===== src/rtl/dacfe_pkg.sv =====
// Shared constants and pin indices for the DAC command front end.
// Assumes: the four host pins are carried as one bus in the order below.
package dacfe_pkg;
    localparam int N_PINS = 4;
    typedef enum int {
        PIN_SCLK = 0,
        PIN_SDAT = 1,
        PIN_LD   = 2,
        PIN_UPD  = 3
    } pin_idx_e;
endpackage


===== src/rtl/dacfe_sync.sv =====
// Multi-stage synchronizer with falling-edge detect, one chain per bit.
// Assumes: inputs are asynchronous and change slower than STAGES+1 clk cycles.
module dacfe_sync #(
    parameter int W      = 4,
    parameter int STAGES = 2
) (
    input  logic         clk,
    input  logic         rst_n,
    input  logic [W-1:0] din,
    output logic [W-1:0] dout,
    output logic [W-1:0] fall
);
    localparam int LAST = STAGES;

    for (genvar b = 0; b < W; b++) begin : g_bit
        logic [LAST:0] chain;
        // Shift the pin through the chain; the extra stage holds the previous level.
        always_ff @(posedge clk) begin
            if (!rst_n) chain <= '0;
            else        chain <= {chain[LAST-1:0], din[b]};
        end
        assign dout[b] = chain[LAST-1];
        assign fall[b] = chain[LAST] & ~chain[LAST-1];
    end
endmodule


===== src/rtl/dacfe_shifter.sv =====
// Serial-in shift register for the command word, MSB arrives first.
// Assumes: en is a one-cycle pulse per serial bit.
module dacfe_shifter #(
    parameter int WORD_W = 12
) (
    input  logic              clk,
    input  logic              rst_n,
    input  logic              en,
    input  logic              bit_in,
    output logic [WORD_W-1:0] word_o
);
    // Shift one bit in at the LSB on each enabled cycle.
    always_ff @(posedge clk) begin
        if (!rst_n)  word_o <= '0;
        else if (en) word_o <= {word_o[WORD_W-2:0], bit_in};
    end
endmodule


===== src/rtl/dacfe_bank.sv =====
// Held and output registers for all channels, two levels deep.
// Assumes: wr and xfer_all are one-cycle pulses; a same-cycle write is
// seen by the global transfer.
module dacfe_bank #(
    parameter int NCH = 8,
    parameter int CW  = 8,
    localparam int AW = $clog2(NCH)
) (
    input  logic              clk,
    input  logic              rst_n,
    input  logic              wr,
    input  logic [AW-1:0]     wr_addr,
    input  logic              wr_rng,
    input  logic [CW-1:0]     wr_code,
    input  logic              wr_now,
    input  logic              xfer_all,
    output logic [NCH*CW-1:0] code_o,
    output logic [NCH-1:0]    range_o
);
    for (genvar c = 0; c < NCH; c++) begin : g_ch
        logic [CW-1:0] held_code, held_code_nx;
        logic          held_rng,  held_rng_nx;
        logic          sel;

        // Next held value, including a write landing this cycle.
        always_comb begin
            sel          = wr && (wr_addr == AW'(c));
            held_code_nx = sel ? wr_code : held_code;
            held_rng_nx  = sel ? wr_rng  : held_rng;
        end

        // Held register: written by the load strobe only.
        always_ff @(posedge clk) begin
            if (!rst_n) begin
                held_code <= '0;
                held_rng  <= 1'b0;
            end else begin
                held_code <= held_code_nx;
                held_rng  <= held_rng_nx;
            end
        end

        // Output register: global transfer or immediate write.
        always_ff @(posedge clk) begin
            if (!rst_n) begin
                code_o[c*CW +: CW] <= '0;
                range_o[c]         <= 1'b0;
            end else if (xfer_all || (sel && wr_now)) begin
                code_o[c*CW +: CW] <= held_code_nx;
                range_o[c]         <= held_rng_nx;
            end
        end
    end
endmodule


===== src/rtl/octal_dac_frontend.sv =====
// Top level: synchronizes the four host pins, shifts in the command word,
// and drives the double-buffered channel registers.
// Assumes: clk runs at least 8x the serial clock.
module octal_dac_frontend #(
    parameter int NCH         = 8,
    parameter int CW          = 8,
    parameter int SYNC_STAGES = 2
) (
    input  logic              clk,
    input  logic              rst_n,
    input  logic              ser_clk,
    input  logic              ser_dat,
    input  logic              ser_ld,
    input  logic              upd_n,
    output logic [NCH*CW-1:0] code_o,
    output logic [NCH-1:0]    range_o
);
    import dacfe_pkg::*;
    localparam int AW     = $clog2(NCH);
    localparam int WORD_W = AW + 1 + CW;

    logic [N_PINS-1:0] pins, lvl, fall;
    logic [WORD_W-1:0] word;
    logic              ld_fall, up_fall, upd_lvl, shift_en;

    assign pins[PIN_SCLK] = ser_clk;
    assign pins[PIN_SDAT] = ser_dat;
    assign pins[PIN_LD]   = ser_ld;
    assign pins[PIN_UPD]  = upd_n;

    dacfe_sync #(.W(N_PINS), .STAGES(SYNC_STAGES)) u_sync (
        .clk(clk), .rst_n(rst_n), .din(pins), .dout(lvl), .fall(fall)
    );

    // Edge qualifiers used by the shifter and the bank.
    always_comb begin
        shift_en = fall[PIN_SCLK] & lvl[PIN_LD];
        ld_fall  = fall[PIN_LD];
        up_fall  = fall[PIN_UPD];
        upd_lvl  = lvl[PIN_UPD];
    end

    dacfe_shifter #(.WORD_W(WORD_W)) u_shift (
        .clk(clk), .rst_n(rst_n), .en(shift_en),
        .bit_in(lvl[PIN_SDAT]), .word_o(word)
    );

    dacfe_bank #(.NCH(NCH), .CW(CW)) u_bank (
        .clk(clk), .rst_n(rst_n),
        .wr(ld_fall),
        .wr_addr(word[WORD_W-1 -: AW]),
        .wr_rng(word[CW]),
        .wr_code(word[CW-1:0]),
        .wr_now(~upd_lvl),
        .xfer_all(up_fall),
        .code_o(code_o),
        .range_o(range_o)
    );
endmodule


===== config.mk =====
export PLATFORM = sky130hd
export DESIGN_NAME = octal_dac_frontend
export DESIGN_NICKNAME = d
export VERILOG_FILES = /design/src/rtl/dacfe_pkg.sv /design/src/rtl/dacfe_sync.sv /design/src/rtl/dacfe_shifter.sv /design/src/rtl/dacfe_bank.sv /design/src/rtl/octal_dac_frontend.sv
export SDC_FILE = /design/constraint.sdc
export NUM_CORES = 1
export LEC_CHECK = 0
export BUFFER_PORTS_ARGS = -buffer_cell sky130_fd_sc_hd__buf_2
export CAP_MARGIN = 15
export CORE_MARGIN = 3
export CORE_UTILIZATION = 53
export CTS_CLUSTER_DIAMETER = 40
export DETAILED_ROUTE_END_ITERATION = 12
export PLACE_DENSITY = 0.76
export SLEW_MARGIN = 20
export SYNTH_ARGS = -nofsm -noshare
export SYNTH_HDL_FRONTEND = slang
export SYNTH_SLANG_ARGS = --single-unit
export TNS_END_PERCENT = 1

===== constraint.sdc =====
create_clock -name clk -period 1.31 [get_ports clk]
set_input_delay 0.1965 -clock clk [delete_from_list [all_inputs] [get_ports clk]]
set_output_delay 0.1965 -clock clk [all_outputs]
set_load 0.03 [all_outputs]

After elaboration in Yosys (flattened, before gate mapping)

Cells that the tools add are included.

Equality and inequality tests: 7
Muxes and demuxes: 16
Bitwise logic cells: 7
Reductions and logical operators: 25

Operator list:

| operator                                       | count |
|---|---|
| two-way mux 8 bit                              | 8 |
| logical AND 1 bit                              | 16 |
| == test 3 bit (second input constant)          | 4 |
| logical OR 1 bit                               | 8 |
| two-way mux 1 bit                              | 8 |
| == test 3 x 2 -> 1 bit (second input constant) | 2 |
| bitwise AND 1 bit                              | 4 |
| == test 3 x 1 -> 1 bit (second input constant) | 1 |
| logical NOT 3 bit                              | 1 |
| inverter 1 bit                                 | 3 |

Register bits after elaboration: 167
Bits of input ports: 6
Output and inout port bits: 72
Logic and storage cells: 92

Depth between registers and ports, before layout

Gate-level depths: netlist of run 1.

Depth in word-level cells: 5
Mapped depth: 6

Cells and area by module

A second synthesis of run 1 with hierarchy kept.

Cells, all modules: 588
Area total of the unflattened synthesis: 6138.4 µm²

Modules (own cells, without submodules):

| module             | times used | cells each | area an instance (µm²) | seq. area each (µm²) |
|---|---|---|---|---|
| dacfe_bank         | 1          | 515        | 5286.3                 | 2882.8 |
| dacfe_shifter      | 1          | 38         | 450.4                  | 240.2 |
| dacfe_sync         | 1          | 33         | 391.6                  | 240.2 |
| octal_dac_frontend | 1          | 2          | 10.0                   | 0.0 |

Worst setup path after synthesis of run 1

Ideal clock, no wire load.

Path type: register to register
Start point: reg u_shift.word_o[11]
End point: reg u_bank.code_o[14]
Data arrival time: 1298 ps
Slack: -130 ps
Cell stages (with the launch flop): 7
Period minus slack after synthesis: 1440 ps
Path through: dfxtp_1 buf_6 or3b_1 buf_4 buf_6 nor3_1 a221oi_1

Word-level cells in the longest chain between the ends: 4

RTL lines:

| element                        | line                | source |
|---|---|---|
| start: declaration             | dacfe_shifter.sv:10 | `output logic [WORD_W-1:0] word_o` |
| start signal: assignment       | dacfe_shifter.sv:15 | `else if (en) word_o <= {word_o[WORD_W-2:0], bit_in};` |
| == test 3 x 1 -> 1 bit (*)     | dacfe_bank.sv:27    | `sel = wr && (wr_addr == AW'(c));` |
| logical AND 1 bit (*)          | dacfe_bank.sv:27    |  |
| logical AND 1 bit              | dacfe_bank.sv:48    | `end else if (xfer_all \|\| (sel && wr_now)) begin` |
| logical OR 1 bit               | dacfe_bank.sv:48    |  |
| end signal: indexed assignment | dacfe_bank.sv:49    | `code_o[c*CW +: CW] <= held_code_nx;` |
| end: declaration               | dacfe_bank.sv:17    | `output logic [NCH*CW-1:0] code_o,` |

Mark *: on every way between the ends. The rest lies on a longest branch, timed or not.
A chain may end at the register's enable or synchronous reset.

Worst setup path after layout of run 1

Start point: reg u_shift.word_o[11]
End point: reg u_bank.code_o[5]

Word-level cells in the longest chain between the ends: 4

RTL lines:

| element               | line |
|---|---|
| logical NOT 3 bit (*) | dacfe_bank.sv:27 |
| logical AND 1 bit (*) | dacfe_bank.sv:27 |
| logical AND 1 bit     | dacfe_bank.sv:48 |
| logical OR 1 bit      | dacfe_bank.sv:48 |

Marked as above.

==> flow_summary.json, run 1 <==
{
  "synthCells": 842,
  "end_kind": "register",
  "clockBufferDepth": 2,
  "setup_viol": 133,
  "cts-htree-levels": 4,
  "maxCapViolCount": 0,
  "combPwrFrac_pct": 7.4,
  "worstSetupStartpointType": "register",
  "gp_congestion": 0.8727,
  "intPower_w": 0.008514,
  "clkPwrFrac_pct": 45.0,
  "worstMarginPinSlew_ns": 0.4222,
  "die_y_um": 122.3,
  "drtAntennaViolNets": 0,
  "avgViaCountPerCell": 6.187,
  "postSynthAreaPerCell_um2": 8.513,
  "grt_max_degree": 65,
  "fillers": 946,
  "cts.sinks": 167,
  "first_iter_violations": 678,
  "fin_ws_ns": -0.2455,
  "synth_cell_type_count": 34,
  "io_buffer_count": 77,
  "start_util_pct": 55.45,
  "antenna_found_initial": 0,
  "rrSetupSlack_ns": -0.25,
  "cp_data_arrival_time_ns": 1.88,
  "dp.cells": 1087,
  "yosys_warnings": 0,
  "cts_tree": "done",
  "dpl-instance-area_um2": 8312,
  "floorplan.rows": 41,
  "sw_frac_of_total_pct": 22.49,
  "drive_gt1_share_pct": 32.18,
  "routedWlPerCell_um": 19.17,
  "rsz0062_at_grt": "true",
  "synth_nets": 848,
  "cp_max_fo": 9,
  "dpl.hpwl_um": 12630,
  "p_leak_nw": 3.419,
  "layout.nets": 945,
  "grt_pass1_wl_um": 33200,
  "antenna_cells": 0,
  "min_period_over_period_pct": 118.7,
  "p_per_area_nw_per_um2": 1170,
  "max_freq_mhz": 642.9,
  "first_global_vias": 6371,
  "p_sw_w": 0.002470,
  "required_ns": 1.63,
  "vias": 6948,
  "drv_slew": 0,
  "share_seq_of_total_power_pct": 47.5,
  "dpl_worst_slack_ns": -0.2365,
  "routed_wl_um": 21530,
  "grt_usage_pct": 28.50,
  "numCtsBuffers": 17,
  "syn_area_um2": 7168,
  "area_delta_synth_final_pct": 30.95,
  "ios": 78,
  "ir_drop_mv": 0.8268,
  "period_minus_slack_ns": 1.555,
  "route.detailed.drc": 0,
  "core_area_um2": 12930,
  "hp-class": "in2reg",
  "clk_latency_ns": 0.43,
  "ys_ff_latch": 167,
  "path_cells": "buf_4 -> nor4b_4 -> buf_6 -> a21oi_4 -> a221oi_1",
  "stdcell_count": 1123,
  "finalHoldViolCount": 0,
  "worstSetupPathType": "reg2reg",
  "clk_pin_slew_ns": 0.06,
  "design_area_um2": 9387,
  "grt_remaining_overflow": 0,
  "violations": "negative setup slack",
  "root_buffer": "clkbuf_16",
  "die_w_um": 122.3,
  "fp.dieArea_um2": 14960,
  "drtPass1Iterations": 5,
  "status": "finished, violations left",
  "yosysSeqAreaShare_pct": 46.64,
  "crit_slowest_cell": "dfxtp_2",
  "critical_path.max_stage_delay_ns": 0.37,
  "skew_ns": 0.008232,
  "relSlewSlack_pct": 71.79
}
## layout make-up
type / count / area (um^2) / area share (%)
sequential: 167 / 3351 / 35.70
inverter: 73 / 274.0 / 2.919
clock buffer: 29 / 520.5 / 5.545
tap: 172 / 215.2 / 2.293
clock inverter: 2 / 60.06 / 0.6398
multi-input combinational: 509 / 3532 / 37.63
timing repair buffer: 171 / 1434 / 15.28
## worst paths after layout
check | depth (start not counted) | startpoint | end
worst max-delay path | 5 | u_shift.word_o[11]$_SDFFE_PN0P_ | u_bank.code_o[5]$_SDFFE_PN0P_
worst min-delay path | 2 | rst_n | u_sync.g_bit[0].chain[2]$_SDFF_PN0_
worst max register to register | 5 | u_shift.word_o[11]$_SDFFE_PN0P_ | u_bank.code_o[5]$_SDFFE_PN0P_
worst min register to register | 1 | u_sync.g_bit[3].chain[0]$_SDFF_PN0_ | u_sync.g_bit[3].chain[1]$_SDFF_PN0_
## power by group through the flow
stage | Clock, W | Sequential, W | Combinational (W)
floorplan | 0 | 0.00549 | 0.000315
global placement | 0 | 0.00533 | 0.000729
detailed placement | 0 | 0.00533 | 0.000732
CTS | 0.00497 | 0.00522 | 0.000775
global route | 0.00519 | 0.00523 | 0.000870
finish | 0.00495 | 0.00522 | 0.000817
## metal layers
layer | global-route usage (%) | wire (um) | part of all wire [%] | up-vias
met5 | 0 | 0 | 0 | -
met4 | 12.74 | 794 | 3.7 | 0
met3 | 6.636 | 1958 | 9.1 | 66
met2 | 44.66 | 10160 | 47 | 376
met1 | 37.62 | 8623 | 40 | 3281
li1 | - | - | - | 3225
## cells in the final DEF (no fill, tap or decap), types with 17 or more instances in the layout
| cell | synthesis | routed |
|---|---|---|
| o21ai_0 | 142 | 77 |
| a221oi_1 | 63 | 38 |
| nand3_1 | 72 | 72 |
| o21ai_1 | 2 | 50 |
| buf_2 | 16 | 77 |
| a221oi_2 | 9 | 34 |
| dfxtp_1 | 167 | 161 |
| clkbuf_16 | 0 | 17 |
| nor3_2 | 0 | 25 |
| nor3_1 | 72 | 46 |
| a21oi_1 | 72 | 67 |
| buf_4 | 9 | 58 |
| inv_1 | 73 | 72 |
| buf_12 | 0 | 22 |
## logic make-up after synthesis
| logic type | after synthesis | synth area share, % |
|---|---|---|
| DFF | 167 | 46.64 |
| AOI/OAI and AO/OA | 305 | 27.00 |
| and+or+nand+nor | 192 | 14.38 |
| buffers and inverters | 166 | 10.30 |
| muxes | 12 | 1.676 |
## stage by stage
step | setup TNS [ns] | util (%) | total power [W] | hold slack (ns)
floorplan | -6.048 | - | 0.005803 | 0.3238
global placement | -17.18 | 64.30 | 0.006056 | 0.4046
detailed placement | -20.11 | 64.30 | 0.006063 | 0.4064
CTS | -8.728 | 70.67 | 0.01096 | 0.2112
global route | -18.67 | 72.61 | 0.01128 | 0.2394
finish | -11.95 | 72.61 | 0.01098 | 0.2312
## critical path, delay by kind of cell (launching register included)
family,cells,cell delay [ns]
AOI/OAI and AO/OA,2,0.46
DFF,1,0.37
buffers and inverters,2,0.34
and+or+nand+nor,1,0.28
## cell usage after synthesis (all sizes together)
| cell | instances | area share (%) |
|---|---|---|
| nor4b | 1 | 0.33 |
| clkbuf | 59 | 3.1 |
| a21oi | 80 | 6.4 |
| nand2b | 3 | 0.26 |
| o21ai | 144 | 10 |
| nor3 | 72 | 5.0 |
| nand3b | 2 | 0.21 |
| or3b | 1 | 0.12 |
| mux2i | 12 | 1.7 |
| a221oi | 72 | 9.6 |
| o21a | 9 | 0.94 |
| dfxtp | 167 | 47 |
| nor2b | 3 | 0.26 |
| nand3 | 72 | 5.0 |
| and2 | 12 | 1.0 |
| and4bb | 1 | 0.17 |
| buf | 34 | 3.4 |
| inv | 73 | 3.8 |
| nand2 | 9 | 0.82 |
| or2 | 1 | 0.087 |
| and3b | 1 | 0.12 |
| nor3b | 1 | 0.17 |
| nor2 | 13 | 0.72 |
## what timing repair did
item | CTS | global route
setup buffers | 0 | 0
endpoints found under the hold margin | 4 | 0
endpoints found under the setup margin | 141 | 144
gates resized for setup | 76 | 82
hold buffers | 4 | 0
pin swaps | 4 | 20
cloned | 1 | 0
## registers in the layout (all words and copies together) (netlist names)
signal	count
u_bank.range_o	8
u_bank.code_o	64
u_shift.word_o	12
u_sync.g_bit.chain	11
u_bank.g_ch.held_rng	8
u_bank.g_ch.held_code	64
(Power assumes the default switching activity.)
==> run 2: changes to the inputs <==
--- a/config.mk
+++ b/config.mk
@@ -11,7 +11,8 @@
 export CORE_UTILIZATION = 53
 export CTS_CLUSTER_DIAMETER = 40
 export DETAILED_ROUTE_END_ITERATION = 12
-export PLACE_DENSITY = 0.76
+export PLACE_DENSITY_LB_ADDON = 0.05
+export SKIP_LAST_GASP = 1
 export SLEW_MARGIN = 20
 export SYNTH_ARGS = -nofsm -noshare
 export SYNTH_HDL_FRONTEND = slang
==> run 2 against run 1 <==
The flow still finishes with violations (negative setup slack). Non-clock buffer count is 4 higher. Critical endpoint is now u_bank.g_ch[3].held_code[7]$_SDFF_PN0_. Worst hold slack better by 0.024 ns. Count of clock-buffer cells in the layout is 7 lower. Total power decreased by 0.90%. Die area is the same. Via count increased by 0.42%. Clock skew shrank 0.0024 ns. Fmax increased by 0.52%. Worst setup slack improved by 0.0081 ns. Critical path type unchanged. Cell count increased by 0.53%.
==> flow_summary.json, run 2 (synthesis results as in run 1) <==
{
  "dpl_worst_slack_ns": -0.2657,
  "die_w_um": 122.3,
  "worstHoldStart": "rst_n",
  "cts.sinks": 167,
  "finalHoldViolCount": 0,
  "dpl.hpwl_um": 13870,
  "relSlewSlack_pct": 71.06,
  "grt_remaining_overflow": 0,
  "drtPass1Iterations": 9,
  "root_buffer": "clkbuf_16",
  "ios": 78,
  "ir_drop_mv": 0.8116,
  "cts-htree-levels": 4,
  "p_per_area_nw_per_um2": 1194,
  "fin_ws_ns": -0.2374,
  "end_kind": "register",
  "antenna_found_initial": 0,
  "clk_latency_ns": 0.42,
  "vias": 6977,
  "routedWlPerCell_um": 19.80,
  "core_area_um2": 12930,
  "avgViaCountPerCell": 6.180,
  "dp.cells": 1091,
  "cp_max_fo": 28,
  "required_ns": 1.61,
  "first_iter_violations": 673,
  "hold_end": "u_sync.g_bit[0].chain[2]$_SDFF_PN0_",
  "violations": "negative setup slack",
  "crit_slowest_cell": "or3b_4",
  "worstSetupPathType": "reg2reg",
  "tns_ns": -19.44,
  "skew_ns": 0.005846,
  "setup_viol": 144,
  "antenna_cells": 0,
  "drtAntennaViolNets": 0,
  "floorplan.rows": 41,
  "area_delta_synth_final_pct": 27.21,
  "postCtsSetupBuffers": 0,
  "ff2ff_path_depth": 4,
  "hold_path_depth": 2,
  "hp-class": "in2reg",
  "min_period_over_period_pct": 118.1,
  "cts_tree": "done",
  "cp_data_arrival_time_ns": 1.85,
  "critical_path.max_stage_delay_ns": 0.44,
  "worstSetupStartpointType": "register",
  "rrSetupSlack_ns": -0.24,
  "maxCapViolCount": 0,
  "grt_max_degree": 49,
  "top_regs": "u_bank.code_o: 64 flops, u_bank.g_ch.held_code: 64 flops, u_shift.word_o: 12 flops",
  "post-route-util_pct": 70.54,
  "reg2reg_from": "u_shift.word_o[11]$_SDFFE_PN0P_",
  "start_util_pct": 55.45,
  "numCtsBuffers": 17,
  "worstMarginPinSlew_ns": 0.4332,
  "status": "finished, violations left",
  "clk_pin_slew_ns": 0.06,
  "p_leak_nw": 3.405,
  "grt_pass1_wl_um": 35110,
  "r2r-end": "u_bank.g_ch[3].held_code[7]$_SDFF_PN0_",
  "final_cell_mix": "164 x dfxtp_1, 139 x o21ai_0, 77 x buf_2, 76 x buf_4",
  "routed_wl_um": 22360,
  "first_global_vias": 6766,
  "drv_slew": 0,
  "io_buffer_count": 77,
  "drive_gt1_share_pct": 28.53,
  "gp_congestion": 0.8301,
  "max_freq_mhz": 646.3,
  "rsz0062_at_grt": "true",
  "route.detailed.drc": 0,
  "layout.nets": 951,
  "grt_usage_pct": 30.36,
  "layout_commonest_cell": "dfxtp_1",
  "die_y_um": 122.3,
  "fp.dieArea_um2": 14960,
  "stdcell_count": 1129,
  "design_area_um2": 9119,
  "clockBufferDepth": 2,
  "path_cells": "or3b_4 -> bufbuf_16 -> o21ai_0 -> a21oi_1",
  "dpl-instance-area_um2": 8242,
  "fillers": 1050,
  "period_minus_slack_ns": 1.547
}
==> run 2: cell count changes in the layout (fill, tap and decap cells not counted), moves of 11 or more <==
cell | previous run | this run
o21ai_0 | 77 | 139
o21ai_2 | 15 | 0
o21ai_1 | 50 | 5
nor3_2 | 25 | 14
buf_4 | 58 | 76
nor3_1 | 46 | 58
==> run 2: cell type report <==
cell class,count,area (um^2),area share [%]
multi-input combinational,511,3374,37.01
sequential,167,3347,36.70
timing repair buffer,175,1343,14.72
clock buffer,22,464.2,5.091
inverter,73,274.0,3.005
tap,172,215.2,2.360
clock inverter,9,101.3,1.111
==> run 2: worst max-delay path, delay by kind of cell (launching register included) <==
family,cells,cell delay [ns]
AOI/OAI and AO/OA,2,0.30
buffers and inverters,1,0.33
DFF,1,0.35
and+or+nand+nor,1,0.44
==> run 2: how the worst max path moves through the flow <==
stage / endpoint / cells past startpoint / start
finish: u_bank.g_ch[3].held_code[7]$_SDFF_PN0_ / 4 / u_shift.word_o[11]$_SDFFE_PN0P_
global placement: u_bank.code_o[16]$_SDFFE_PN0P_ / 4 / u_sync.g_bit[2].chain[1]$_SDFF_PN0_
CTS: u_bank.range_o[1]$_SDFFE_PN0P_ / 5 / u_shift.word_o[11]$_SDFFE_PN0P_
detailed placement: u_bank.code_o[25]$_SDFFE_PN0P_ / 5 / u_sync.g_bit[2].chain[1]$_SDFF_PN0_
floorplan: u_bank.code_o[25]$_SDFFE_PN0P_ / 6 / u_shift.word_o[11]$_SDFFE_PN0P_
global route: u_bank.code_o[11]$_SDFFE_PN0P_ / 5 / u_shift.word_o[11]$_SDFFE_PN0P_
==> run 2: through the flow <==
stage / power [W] / hold slack [ns]
floorplan: 0.005803 / 0.3238
global placement: 0.006062 / 0.4033
detailed placement: 0.006080 / 0.4082
CTS: 0.01091 / 0.2421
global route: 0.01119 / 0.2689
finish: 0.01089 / 0.2554
==> run 2: what timing repair did <==
action | 4_1_cts | 5_1_grt
cloned | 3 | 0
resized for setup | 31 | 13
hold endpoints to repair | 4 | 0
hold buffers | 4 | 0
pin swaps | 3 | 3
setup endpoints to repair | 144 | 144
==> run 2: power breakdown <==
part | leakage, nW | internal (W) | switching [W]
Sequential | 1.35 | 0.00517 | 0.0000489
Clock | 0.279 | 0.00288 | 0.00196
Combinational | 1.77 | 0.000288 | 0.000529
==> run 2: layer usage <==
| layer | track usage [%] | wire length (um) | up-vias |
|---|---|---|---|
| li1 | - | - | 3235 |
| met1 | 38.31 | 8928 | 3337 |
| met2 | 50.64 | 10860 | 354 |
| met3 | 5.806 | 1876 | 51 |
| met4 | 13.51 | 696 | 0 |
| met5 | 0 | 0 | - |
==> run 3: changes to the inputs <==
--- a/config.mk
+++ b/config.mk
@@ -7,6 +7,7 @@
 export LEC_CHECK = 0
 export BUFFER_PORTS_ARGS = -buffer_cell sky130_fd_sc_hd__buf_2
 export CAP_MARGIN = 15
+export CORE_ASPECT_RATIO = 0.5
 export CORE_MARGIN = 3
 export CORE_UTILIZATION = 53
 export CTS_CLUSTER_DIAMETER = 40
==> constraint.sdc (replaced) <==
create_clock -name clk -period 1.31 [get_ports clk]
set_input_delay 0.131 -clock clk [delete_from_list [all_inputs] [get_ports clk]]
set_output_delay 0.131 -clock clk [all_outputs]
set_load 0.03 [all_outputs]
==> run 3 against run 2 <==
The run still ends with negative setup slack left. Count of clock-buffer cells in the layout is 2 lower. Wire length grew 0.13%. Fmax rose by 0.87%. Worst setup slack improved by 0.013 ns. Combinational power increased by 2%. Global-route usage fell by 1.7 points. Non-clock buffer count down 6. Utilization up 1.2 points. First-iteration DRC count down 5.8%. Critical path type unchanged. Via count down 0.47%. Clock skew increased by 0.0088 ns.
==> flow_summary.json, run 3 (synthesis results as in run 1) <==
{
  "sw_frac_of_total_pct": 24.73,
  "ios": 78,
  "required_ns": 1.63,
  "cts.sinks": 167,
  "clk_pin_slew_ns": 0.07,
  "ff2ff_path_depth": 5,
  "vias": 6944,
  "first_iter_violations": 634,
  "use_met3_pct": 6.470,
  "drtAntennaViolNets": 0,
  "fp.dieArea_um2": 15040,
  "first_global_vias": 6186,
  "floorplan.rows": 29,
  "worstSetupStartpointType": "register",
  "status": "finished, violations left",
  "dpl_worst_slack_ns": -0.2385,
  "busiest_layer": "met2",
  "io_buffer_count": 77,
  "end_kind": "register",
  "die_y_um": 88.24,
  "top_regs": "u_bank.code_o: 64 flops, u_bank.g_ch.held_code: 64 flops, u_shift.word_o: 12 flops",
  "r2r-end": "u_bank.code_o[8]$_SDFFE_PN0P_",
  "grt_usage_pct": 28.62,
  "max_freq_mhz": 651.8,
  "layout_commonest_cell": "dfxtp_1",
  "fin_ws_ns": -0.2241,
  "area_delta_synth_final_pct": 29.69,
  "grt_use_met1_pct": 40.93,
  "hold_path_depth": 4,
  "skew_ns": 0.01463,
  "cp_max_fo": 8,
  "routed_wl_um": 22390,
  "hp-class": "in2reg",
  "combPwrFrac_pct": 7.5,
  "violations": "negative setup slack",
  "grt_pass1_wl_um": 33420,
  "gp_congestion": 0.8306,
  "drive_gt1_share_pct": 29.45,
  "root_buffer": "clkbuf_16",
  "cts_tree": "done",
  "p_sw_w": 0.002745,
  "die_w_um": 170.5,
  "setup_viol": 141,
  "start_util_pct": 55.34,
  "antenna_found_initial": 0,
  "route.detailed.drc": 0,
  "ir_drop_mv": 0.8444,
  "worstHoldStart": "rst_n",
  "numCtsBuffers": 17,
  "worstMarginPinSlew_ns": 0.4214,
  "maxCapViolCount": 0,
  "drv_slew": 0,
  "routedWlPerCell_um": 19.92,
  "rsz0062_at_grt": "true",
  "grt_max_degree": 75,
  "core_area_um2": 12950,
  "cp_data_arrival_time_ns": 1.86,
  "fillers": 1028,
  "avgViaCountPerCell": 6.178,
  "p_per_area_nw_per_um2": 1194,
  "worstSetupPathType": "reg2reg",
  "final_cell_mix": "165 x dfxtp_1, 142 x o21ai_0, 77 x buf_2",
  "hold_end": "u_bank.g_ch[4].held_code[2]$_SDFF_PN0_",
  "finalHoldViolCount": 0,
  "grt_util_met2_pct": 43.23,
  "layout.nets": 947,
  "p_leak_nw": 3.405,
  "share_seq_of_total_power_pct": 47.0,
  "intPower_w": 0.008355,
  "fin_hold_ws_ns": 0.3258,
  "min_period_over_period_pct": 117.1,
  "reg2reg_from": "u_sync.g_bit[3].chain[1]$_SDFF_PN0_",
  "period_minus_slack_ns": 1.534,
  "antenna_cells": 0,
  "clkPwrFrac_pct": 45.5,
  "clockBufferDepth": 2,
  "drtPass1Iterations": 5,
  "relSlewSlack_pct": 71.85,
  "dpl.hpwl_um": 13500,
  "rrSetupSlack_ns": -0.22,
  "grt_remaining_overflow": 0,
  "clk_latency_ns": 0.42,
  "postCtsSetupBuffers": 0,
  "cts-htree-levels": 4
}
-- run 3: cell count changes in the layout (fill, tap and decap cells not counted), moves of 3 or more --
cell,before,now
clkinv_2,5,0
a221oi_1,40,27
clkinvlp_4,1,6
inv_6,0,3
o21ai_0,139,142
nor3_2,14,11
nor3_1,58,61
o21ai_1,5,2
buf_12,14,22
a21oi_4,8,12
a221oi_2,32,45
buf_4,76,63
-- run 3: routing by layer --
metal	wire length (um)	up-vias
met2	9774	293
met3	1942	41
met4	472	0
met1	10200	3367
li1	-	3243
met5	0	-
-- run 3: what timing repair did --
| item | 4_1_cts | 5_1_grt |
|---|---|---|
| hold buffers | 4 | 0 |
| setup endpoints to repair | 144 | 147 |
| resized for setup | 15 | 43 |
| cloned | 0 | 4 |
| pin swaps | 0 | 16 |
| endpoints found under the hold margin | 4 | 0 |
-- run 3: how the worst max path moves through the flow --
stage / end / slack [ns] / start
final: u_bank.code_o[8]$_SDFFE_PN0P_ / -0.22 / u_sync.g_bit[3].chain[1]$_SDFF_PN0_
after global routing: u_bank.code_o[12]$_SDFFE_PN0P_ / -0.29 / u_sync.g_bit[3].chain[1]$_SDFF_PN0_
after CTS: u_bank.code_o[8]$_SDFFE_PN0P_ / -0.17 / u_shift.word_o[11]$_SDFFE_PN0P_
after detailed placement: u_bank.code_o[58]$_SDFFE_PN0P_ / -0.24 / u_sync.g_bit[2].chain[2]$_SDFF_PN0_
after global placement: u_bank.code_o[62]$_SDFFE_PN0P_ / -0.20 / u_sync.g_bit[2].chain[2]$_SDFF_PN0_
after floorplan: u_bank.code_o[25]$_SDFFE_PN0P_ / -0.09 / u_shift.word_o[11]$_SDFFE_PN0P_
-- run 3: power by group through the flow --
stage               clock network, W  logic (W)  registers (W)
floorplan                          0   0.000315        0.00549
global placement                   0   0.000739        0.00533
detailed placement                 0   0.000743        0.00533
CTS                          0.00508   0.000769        0.00522
global route                 0.00531   0.000892        0.00522
finish                       0.00505   0.000837        0.00522
-- run 3: final cells by class --
cell class | count | area, um^2 | share of cell area (%)
tap | 170 | 212.7 | 2.288
multi-input combinational | 513 | 3500 | 37.64
sequential | 167 | 3348 | 36.02
inverter | 73 | 274.0 | 2.948
clock inverter | 12 | 142.6 | 1.534
timing repair buffer | 169 | 1373 | 14.76
clock buffer | 20 | 446.7 | 4.805
-- run 3: critical path, cell delays in order, from the launching register on --
cell and delay [ns]:
dfxtp_4 0.36, buf_6 0.12, nor4b_4 0.27, buf_6 0.26, a21oi_4 0.13, a221oi_2 0.30
-- run 3: stage by stage --
step                      TNS [ns]  util, %  instances  area, um^2  total power (W)
after CTS                   -13.03    69.56       1120        9011          0.01107
after detailed placement    -18.11    64.09       1084        8302         0.006075
after global routing        -24.72    71.77       1124        9296          0.01143
after global placement      -17.08    64.09       1084        8302         0.006067
after floorplan             -6.048        -        842        7232         0.005803
final                       -14.50    71.77       1124        9296          0.01110
